<file path="config.mk">
export PLATFORM = sky130hd
export DESIGN_NAME = seq_moore_six
export DESIGN_NICKNAME = d
export VERILOG_FILES = /design/src/rtl/seq_pkg.sv /design/src/rtl/seq_next_state.sv /design/src/rtl/seq_out_decode.sv /design/src/rtl/seq_reg.sv /design/src/rtl/seq_moore_six.sv
export SDC_FILE = /design/constraint.sdc
export NUM_CORES = 1
export LEC_CHECK = 0
export ABC_AREA = 1
export BUFFER_PORTS_ARGS = -buffer_cell sky130_fd_sc_hd__buf_2
export CORE_AREA = 2 2 39 41
export CTS_BUF_LIST = sky130_fd_sc_hd__clkbuf_4
export CTS_CLUSTER_SIZE = 14
export DETAILED_ROUTE_END_ITERATION = 16
export DIE_AREA = 0 0 41 43
export PLACE_DENSITY = 0.32
export SYNTH_ARGS = -nofsm -noshare
export SYNTH_HDL_FRONTEND = slang
export SYNTH_SLANG_ARGS = --single-unit
export TNS_END_PERCENT = 5
</file>
<file path="constraint.sdc">
create_clock -name clk -period 0.8 [get_ports clk]
set_input_delay 0.04 -clock clk [delete_from_list [all_inputs] [get_ports clk]]
set_output_delay 0.04 -clock clk [all_outputs]
set_load 0.02 [all_outputs]
</file>
<file path="src/rtl/seq_pkg.sv">
package seq_pkg;
  localparam int STATE_W = 3;
  localparam int REG_W   = STATE_W + 1;

  localparam logic [STATE_W-1:0] ST_0 = 3'b000;
  localparam logic [STATE_W-1:0] ST_1 = 3'b001;
  localparam logic [STATE_W-1:0] ST_2 = 3'b010;
  localparam logic [STATE_W-1:0] ST_3 = 3'b011;
  localparam logic [STATE_W-1:0] ST_4 = 3'b100;
  localparam logic [STATE_W-1:0] ST_5 = 3'b101;

  localparam logic [STATE_W-1:0] ST_START = ST_0;
  localparam logic [STATE_W-1:0] ST_FLAG  = ST_4;
endpackage

</file>
<file path="src/rtl/seq_next_state.sv">
module seq_next_state
  import seq_pkg::*;
(
  input  logic [STATE_W-1:0] cur_state,
  input  logic               x_bit,
  output logic [STATE_W-1:0] nxt_state
);
  always_comb begin
    nxt_state = ST_START;
    unique case (cur_state)
      ST_0:    nxt_state = x_bit ? ST_1 : ST_2;
      ST_1:    nxt_state = x_bit ? ST_0 : ST_5;
      ST_2:    nxt_state = x_bit ? ST_1 : ST_3;
      ST_3:    nxt_state = x_bit ? ST_4 : ST_3;
      ST_4:    nxt_state = x_bit ? ST_3 : ST_4;
      ST_5:    nxt_state = x_bit ? ST_0 : ST_4;
      default: nxt_state = ST_START;
    endcase
  end
endmodule

</file>
<file path="src/rtl/seq_out_decode.sv">
module seq_out_decode
  import seq_pkg::*;
#(
  parameter logic [STATE_W-1:0] MATCH_CODE = ST_FLAG
) (
  input  logic [STATE_W-1:0] state_in,
  output logic               flag
);
  always_comb flag = (state_in == MATCH_CODE);
endmodule

</file>
<file path="src/rtl/seq_reg.sv">
module seq_reg #(
  parameter int               WIDTH    = 4,
  parameter logic [WIDTH-1:0] RST_VAL  = '0
) (
  input  logic             clk,
  input  logic             rst,
  input  logic [WIDTH-1:0] d,
  output logic [WIDTH-1:0] q
);
  always_ff @(posedge clk) begin
    if (rst) q <= RST_VAL;
    else     q <= d;
  end
endmodule

</file>
<file path="src/rtl/seq_moore_six.sv">
module seq_moore_six
  import seq_pkg::*;
(
  input  logic               clk,
  input  logic               rst,
  input  logic               x_in,
  output logic               z_out,
  output logic [STATE_W-1:0] state_code
);
  logic [STATE_W-1:0] cur_s;
  logic [STATE_W-1:0] nxt_s;
  logic               z_next;
  logic [REG_W-1:0]   reg_d;
  logic [REG_W-1:0]   reg_q;

  seq_next_state u_next (
    .cur_state (cur_s),
    .x_bit     (x_in),
    .nxt_state (nxt_s)
  );

  // Decode from the next state so that z is registered alongside the state.
  seq_out_decode #(.MATCH_CODE(ST_FLAG)) u_dec (
    .state_in (nxt_s),
    .flag     (z_next)
  );

  assign reg_d = {z_next, nxt_s};

  seq_reg #(.WIDTH(REG_W), .RST_VAL({1'b0, ST_START})) u_reg (
    .clk (clk),
    .rst (rst),
    .d   (reg_d),
    .q   (reg_q)
  );

  assign cur_s      = reg_q[STATE_W-1:0];
  assign z_out      = reg_q[REG_W-1];
  assign state_code = cur_s;
endmodule

</file>
# Word-level counts from Yosys, hierarchy flattened
# Index checks and enable logic that the tools add are counted.
[word_totals]
reg_bits = 4
inputBits = 3
output_inout_bits = 4
[classes]
eq_ne = 6
mux = 7
n_reduce_logical = 1
[ops]
columns = ["cell", "count"]
rows = [
  ["$pmux W3 S6", 1],
  ["$mux W3", 4],
  ["$eq A3 B3 Y1 const B", 3],
  ["$eq A3 B2 Y1 const B", 2],
  ["$mux W2", 2],
  ["$eq A3 B1 Y1 const B", 1],
  ["$logic_not A3 Y1", 1],
]

# Depth between registers and ports, before layout
# Gate-level depths: netlist (run 1).
[depth]
ltp_word = 3
ltp_mapped = 6
mapped_depth_nobuf = 6

# Modules after synthesis
# A second synthesis (run 1) with hierarchy kept.
[hier_totals]
cells_unflattened = 31
hier_area_um2 = 201.4
[modules_own_cells]
columns = ["mod", "instances", "cells_each", "area_each_um2"]
rows = [
  ["seq_reg", 1, 12, 110.1],
  ["seq_next_state", 1, 16, 77.6],
  ["seq_out_decode", 1, 3, 13.8],
]

# Worst setup path before layout (run 1)
# No wires, ideal clock.
[synth_timing]
path_type = "reg-to-reg"
startpoint = "register u_reg.q[0]"
endpoint = "register u_reg.q[3]"
setup_time_ns = 0.064
t_arrival_ns = 0.874
t_required_ns = 0.736
slack_ns = -0.138
path_stages_with_launch = 7
synth_period_minus_slack_ns = 0.938
cell_sequence = "dfxtp_1 inv_1 nand2_2 nand2_1 nor2_1 nand2_1 nor2_1"
[synth_via]
elab_chain_len = 3
[synth_lines]
columns = ["item", "line", "source"]
rows = [
  ["from (decl)", "seq_reg.sv:8", "output logic [WIDTH-1:0] q"],
  ["from (signal assigned)", "seq_reg.sv:11", "if (rst) q <= RST_VAL;"],
  ["from (signal assigned)", "seq_reg.sv:12", "else q <= d;"],
  ["$eq A3 B3 Y1 (tied with other cells)", "seq_next_state.sv:10", "unique case (cur_state)"],
  ["$pmux W3 S6 (*)", "seq_next_state.sv:10", ""],
  ["$eq A3 B3 Y1 (*)", "seq_out_decode.sv:9", "always_comb flag = (state_in == MATCH_CODE);"],
]
# Every way passes the cells marked *; elsewhere a longest branch is shown, timed or not.
# A chain may end at the register's enable or synchronous reset.

# Worst setup path after layout (run 1)
# Ends and elaborated chain as after synthesis.

==> metrics.cfg, run 1 <==
[cells_and_area]
layout_common_cells = nand2_1 (8), inv_1 (5), nor2_1 (5), buf_2 (5)
layout-drive-gt1-share_pct = 44.2
final_common_cell = nand2_1
regMostFlops = u_reg.q
syn2layout_area_growth_pct = 65.2
final_cells = 59
insertedDiodeCount = 0
post-route-util_pct = 23.1
nNetsFinal = 48
largest_reg_flops = 4
reg_top3 = u_reg.q: 4 flops

[route]
via_per_inst = 3.81
dr.first_iter.drc_count = 0
drc_errors = 0
wirelength_um = 481
detail_route.wl_per_cell_um = 8.15
ant_nets = 0
first_pass_iters = 1
num_vias = 225

[timing]
fin_crit_sh_pct = 106
fin_hold_ws_ns = 0.127
rsz0062_at_grt = yes
min_period_ns = 0.848
worst-slew-pin-transition_ns = 0.163
finalMaxSlewViolations = 0
setup_viol = 5
fin_ws_ns = -0.0477
fmax_mhz = 1180
final_hold_viol_count = 0
skew_ns = 0.00334
relSlewSlack_pct = 89.0

[run]
maxCapViolCount = 0

[floorplan]
start_util_pct = 14.0
core_area_um2 = 1380
die_area_um2 = 1760
die_w_um = 41
die_h_um = 43
row_count = 14
ios = 7

[power_and_ir_drop]
power.density_nw_per_um2 = 1950
p_comb_share_pct = 22.6
peakVddDrop_mv = 0.514
p_int_w = 0.000448
swShare_pct = 28.2
switchingPower_w = 0.000176
leakagePower_nw = 0.168
power.clock.fraction_pct = 38.8
p_seq_share_pct = 38.6

[grt]
grt_max_degree = 6
grt-ovfl-total = 0
grt_pass1_wl_um = 848
grt_use_total_pct = 7.43
antenna_found_initial = 0
grt_pass1_vias = 229

[synthesis]
synth-seq-cells = 4
syn_area_per_cell_um2 = 6.06
yosys_warnings = 0
synth_area_um2 = 194
synth_nets = 35
synth_cell_types = 8
ys_seq_area_share_pct = 41.3
synthCells = 32

[clock_tree]
cts_sinks = 4
root_buffer = clkbuf_4
cts_tree = yes
post_cts_buffers = 0
clk_pin_slew_ns = 0.04
numCtsBuffers = 3
insertion_delay_ns = 0.23
htreeDepth = 1
cts_buffer_depth = 2

[status]
outcome = complete, but fails checks
violations = setup timing

[setup_path]
worst-setup-path-type = reg2reg
required_ns = 0.97
start_kind = flip-flop
cp.arrival_ns = 1.02
endpoint_kind = flip-flop
path_max_fanout = 5

[place]
placed_cells = 55
dp_hpwl_um = 380
gp_congestion = 0.705
io_buffers = 6

[min_path]
hold_class = in2reg

[routing by layer]
metal / vias to the layer above / part of all wire, % / track usage, %
met5: - / 0 / 0
met4: 0 / 0 / 8.00
met3: 0 / 2.7 / 1.57
met2: 4 / 49 / 10.6
met1: 102 / 48 / 8.04
li1: 119 / - / -
[power groups by stage]
stage	Combinational, W	Sequential (W)	Clock, W
finish	0.000141	0.000241	0.000242
global route	0.000159	0.000244	0.000262
CTS	0.000139	0.000240	0.000254
detailed placement	0.000117	0.000238	0
global placement	0.000118	0.000240	0
floorplan	0.0000568	0.000253	0
[cell type report]
type / count / area [um^2]
multi-input combinational: 22 / 109
tap: 16 / 20.0
sequential: 4 / 88.8
fill: 165 / 1060
inverter: 6 / 22.5
timing repair buffer: 8 / 57.6
clock buffer: 3 / 22.5
[cells in the mapped netlist (all sizes together)]
| library cell | n | area, um^2 |
|---|---|---|
| inv | 6 | 22.5 |
| nor2 | 6 | 22.5 |
| nand2 | 11 | 43.8 |
| dfxtp | 4 | 80.1 |
| a21oi | 1 | 5.00 |
| o21ai | 3 | 15.0 |
| nand3 | 1 | 5.00 |
[logic make-up (layout without fill, tap and decap cells)]
logic type / after synthesis / after routing / share of synthesized area (%)
simple gates: 18 / 18 / 36.8
flops: 4 / 4 / 41.3
compound gates: 4 / 4 / 10.3
buf+inv: 6 / 17 / 11.6
[worst max-delay path: stages, from the launching register on]
cell and delay [ns]:
dfxtp_4 0.37, inv_1 0.05, nand2_2 0.07, nand2_1 0.05, nor2_1 0.08, nand2_1 0.08
nor2_1 0.08
[metrics by stage]
| step | TNS (ns) | power [W] | setup WS [ns] | instance area (um^2) |
|---|---|---|---|---|
| after floorplan | -0.132 | 0.000310 | -0.0403 | 198 |
| after global placement | -0.350 | 0.000358 | -0.106 | 255 |
| after detailed placement | -0.303 | 0.000355 | -0.0882 | 255 |
| after CTS | -0.190 | 0.000633 | -0.0584 | 317 |
| after global routing | -0.519 | 0.000666 | -0.132 | 320 |
| final | -0.141 | 0.000623 | -0.0477 | 320 |
[path summary, 6_finish.rpt]
kind,startpoint,endpoint,slack [ns],depth (start not counted)
min reg2reg,u_reg.q[2],u_reg.q[2],0.60,4
max reg2reg,u_reg.q[0],u_reg.q[3],-0.05,6
min,x_in,u_reg.q[1],0.13,3
max,u_reg.q[0],u_reg.q[3],-0.05,6
[timing repair]
action,4_1_cts,5_1_grt
pin swaps,4,1
gates resized for setup,11,2
hold endpoints to repair,2,0
setup endpoints to repair,6,7
hold buffers,1,0
No activity file was read; power rests on OpenSTA's default activity.
==> run 2: changes to the inputs <==
--- a/config.mk
+++ b/config.mk
@@ -15,5 +15,5 @@
 export PLACE_DENSITY = 0.32
 export SYNTH_ARGS = -nofsm -noshare
 export SYNTH_HDL_FRONTEND = slang
+export SYNTH_HIERARCHICAL = 1
 export SYNTH_SLANG_ARGS = --single-unit
-export TNS_END_PERCENT = 5
==> run 2 against run 1 <==
The run ends with hold timing, setup timing left. Non-clock buffer count grew 2. First-iteration DRC count grew 2. Core utilization grew 4.2 points. Clock skew shrank 0.0016 ns.
==> metrics.cfg, run 2 <==
[grt]
grt_max_degree = 6
grt_pass1_vias = 216
grt-ovfl-total = 0
antenna_found_initial = 0
grt_pass1_wl_um = 779
grt_use_total_pct = 6.83

[cells_and_area]
regMostFlops = u_reg/q
reg_top3 = u_reg/q: 4 flops
largest_reg_flops = 4
layout_common_cells = inv_1 (5), buf_2 (4), buf_4 (4)
nNetsFinal = 49
syn2layout_area_growth_pct = 87.6
final_common_cell = inv_1
final_area_um2 = 378
insertedDiodeCount = 0
layout-drive-gt1-share_pct = 70.5

[timing]
finalMaxSlewViolations = 0
worst-slew-pin-transition_ns = 0.223
fmax_mhz = 1010
min_period_ns = 0.992
final_hold_viol_count = 2
fin_tns_setup_ns = -0.658
skew_ns = 0.00177
relSlewSlack_pct = 85.1
rsz0062_at_grt = yes
setup_viol = 6
fin_ws_ns = -0.192
fin_hold_ws_ns = -0.0173
fin_crit_sh_pct = 124

[route]
detail_route.wl_per_cell_um = 8.72
first_pass_iters = 2
ant_nets = 0
wirelength_um = 523
drc_errors = 0
via_per_inst = 3.77
num_vias = 226
dr.first_iter.drc_count = 2

[floorplan]
row_count = 14
ios = 7
die_h_um = 43
die_w_um = 41
core_area_um2 = 1380
start_util_pct = 14.6
die_area_um2 = 1760

[setup_path]
timing.rr.start = u_reg/q[1]
path_max_fanout = 3
slowest_stage = dfxtp_4
cp-startpoint = u_reg/q[1]
worstPathCellList = inv_4 > nand2_4 > nand2_4 > nand2_2 > nor2_4 > inv_1 > nand2_1 > nor2_2 > inv_1 > nor2_1
start_kind = flip-flop
required_ns = 0.93
max_stage_delay_ns = 0.35
worst-setup-path-type = reg2reg
endpoint_kind = flip-flop
cp.arrival_ns = 1.12

[synthesis]
synth_top_area_cell = dfxtp_1
synth_edf_count = 0
synth_cell_types = 9
synth_ff_type = dfxtp_1
synth_area_um2 = 201
synth-seq-cells = 4
yosys_warnings = 6
synth.area.top_cells = dfxtp_1 (40%), inv_1 (17%), nand2_2 (9.3%)
syn_area_per_cell_um2 = 6.50
ys_seq_area_share_pct = 39.8
synth_top_area_share_pct = 39.8
async_flop_share_pct = 0
synth.top_cells.by_count = inv_1 (9), nor2_1 (5), dfxtp_1 (4)
yosysMostFrequentCell = inv_1
synthCells = 31
synth_nets = 34

[clock_tree]
clk_pin_slew_ns = 0.04
cts_hold_buf = 1
cts_sinks = 4
numCtsBuffers = 3
cts_buffer_depth = 2
root_buffer = clkbuf_4
cts_tree = yes
insertion_delay_ns = 0.23
htreeDepth = 1

[power_and_ir_drop]
power.density_nw_per_um2 = 1860
leakagePower_nw = 0.186
peakVddDrop_mv = 0.615

[place]
io_buffers = 6
gp_congestion = 0.633
dp_hpwl_um = 346
place_area_um2 = 275
place_ws_ns = -0.196

[status]
outcome = complete, but fails checks
violations = hold timing, setup timing

[min_path]
min_from = rst
hold_class = in2reg

[run]
maxCapViolCount = 0

-- run 2: what timing repair did --
item | in CTS | in global routing
gates resized for setup | 8 | 11
cloned | 0 | 0
endpoints found under the hold margin | 2 | 2
setup buffers | 1 | 0
pin swaps | 3 | 1
setup endpoints to repair | 5 | 7
-- run 2: worst max-delay path, delay by kind of cell (launching register included) --
kind                   cells  cell delay [ns]
flip-flops                 1             0.35
buffers and inverters      3             0.15
AND/OR/NAND/NOR            7             0.39
-- run 2: area by class of cell --
type,count,area (um^2)
Multi-Input combinational cell,18,136
Inverter,9,36.3
Timing Repair Buffer,10,71.3
Clock buffer,3,22.5
Sequential cell,4,91.3
Fill cell,157,1010
Tap cell,16,20.0
-- run 2: per-layer routing --
metal	routed length, um	GRT usage, %	part of all wire, %	vias to the layer above
li1	-	-	-	116
met1	190	8.04	36	106
met2	308	9.69	59	4
met3	24	1.57	4.6	0
met4	0	6.00	0	0
met5	0	0	0	-
-- run 2: per-stage QoR --
stage | util (%) | power (W) | std cells
3_5_place_dp | 19.9 | 0.000385 | 55
2_1_floorplan | - | 0.000326 | 31
4_1_cts | 24.6 | 0.000683 | 60
3_3_place_gp | 19.9 | 0.000382 | 55
5_1_grt | 27.3 | 0.000749 | 60
6_report | 27.3 | 0.000703 | 60
-- run 2: final timing paths --
path                                   end  slack, ns  cells after the start
worst max-delay path            u_reg/q[3]      -0.19                     10
worst min-delay path            u_reg/q[0]      -0.02                      2
worst max register to register  u_reg/q[3]      -0.19                     10
worst min register to register  u_reg/q[1]       0.65                      5
-- run 2: where the power goes --
group	internal (W)	switching [W]	leakage (nW)
combinational	0.0000985	0.000119	0.137
sequential	0.000217	0.0000227	0.0348
clock	0.000168	0.0000786	0.0138
-- run 2: kinds of logic (layout without fill, tap and decap cells) --
family,count (synthesis),in the layout,synth area share (%)
compound gates,3,3,7.45
buf+inv,9,22,16.8
simple gates,15,15,36.0
flops,4,4,39.8
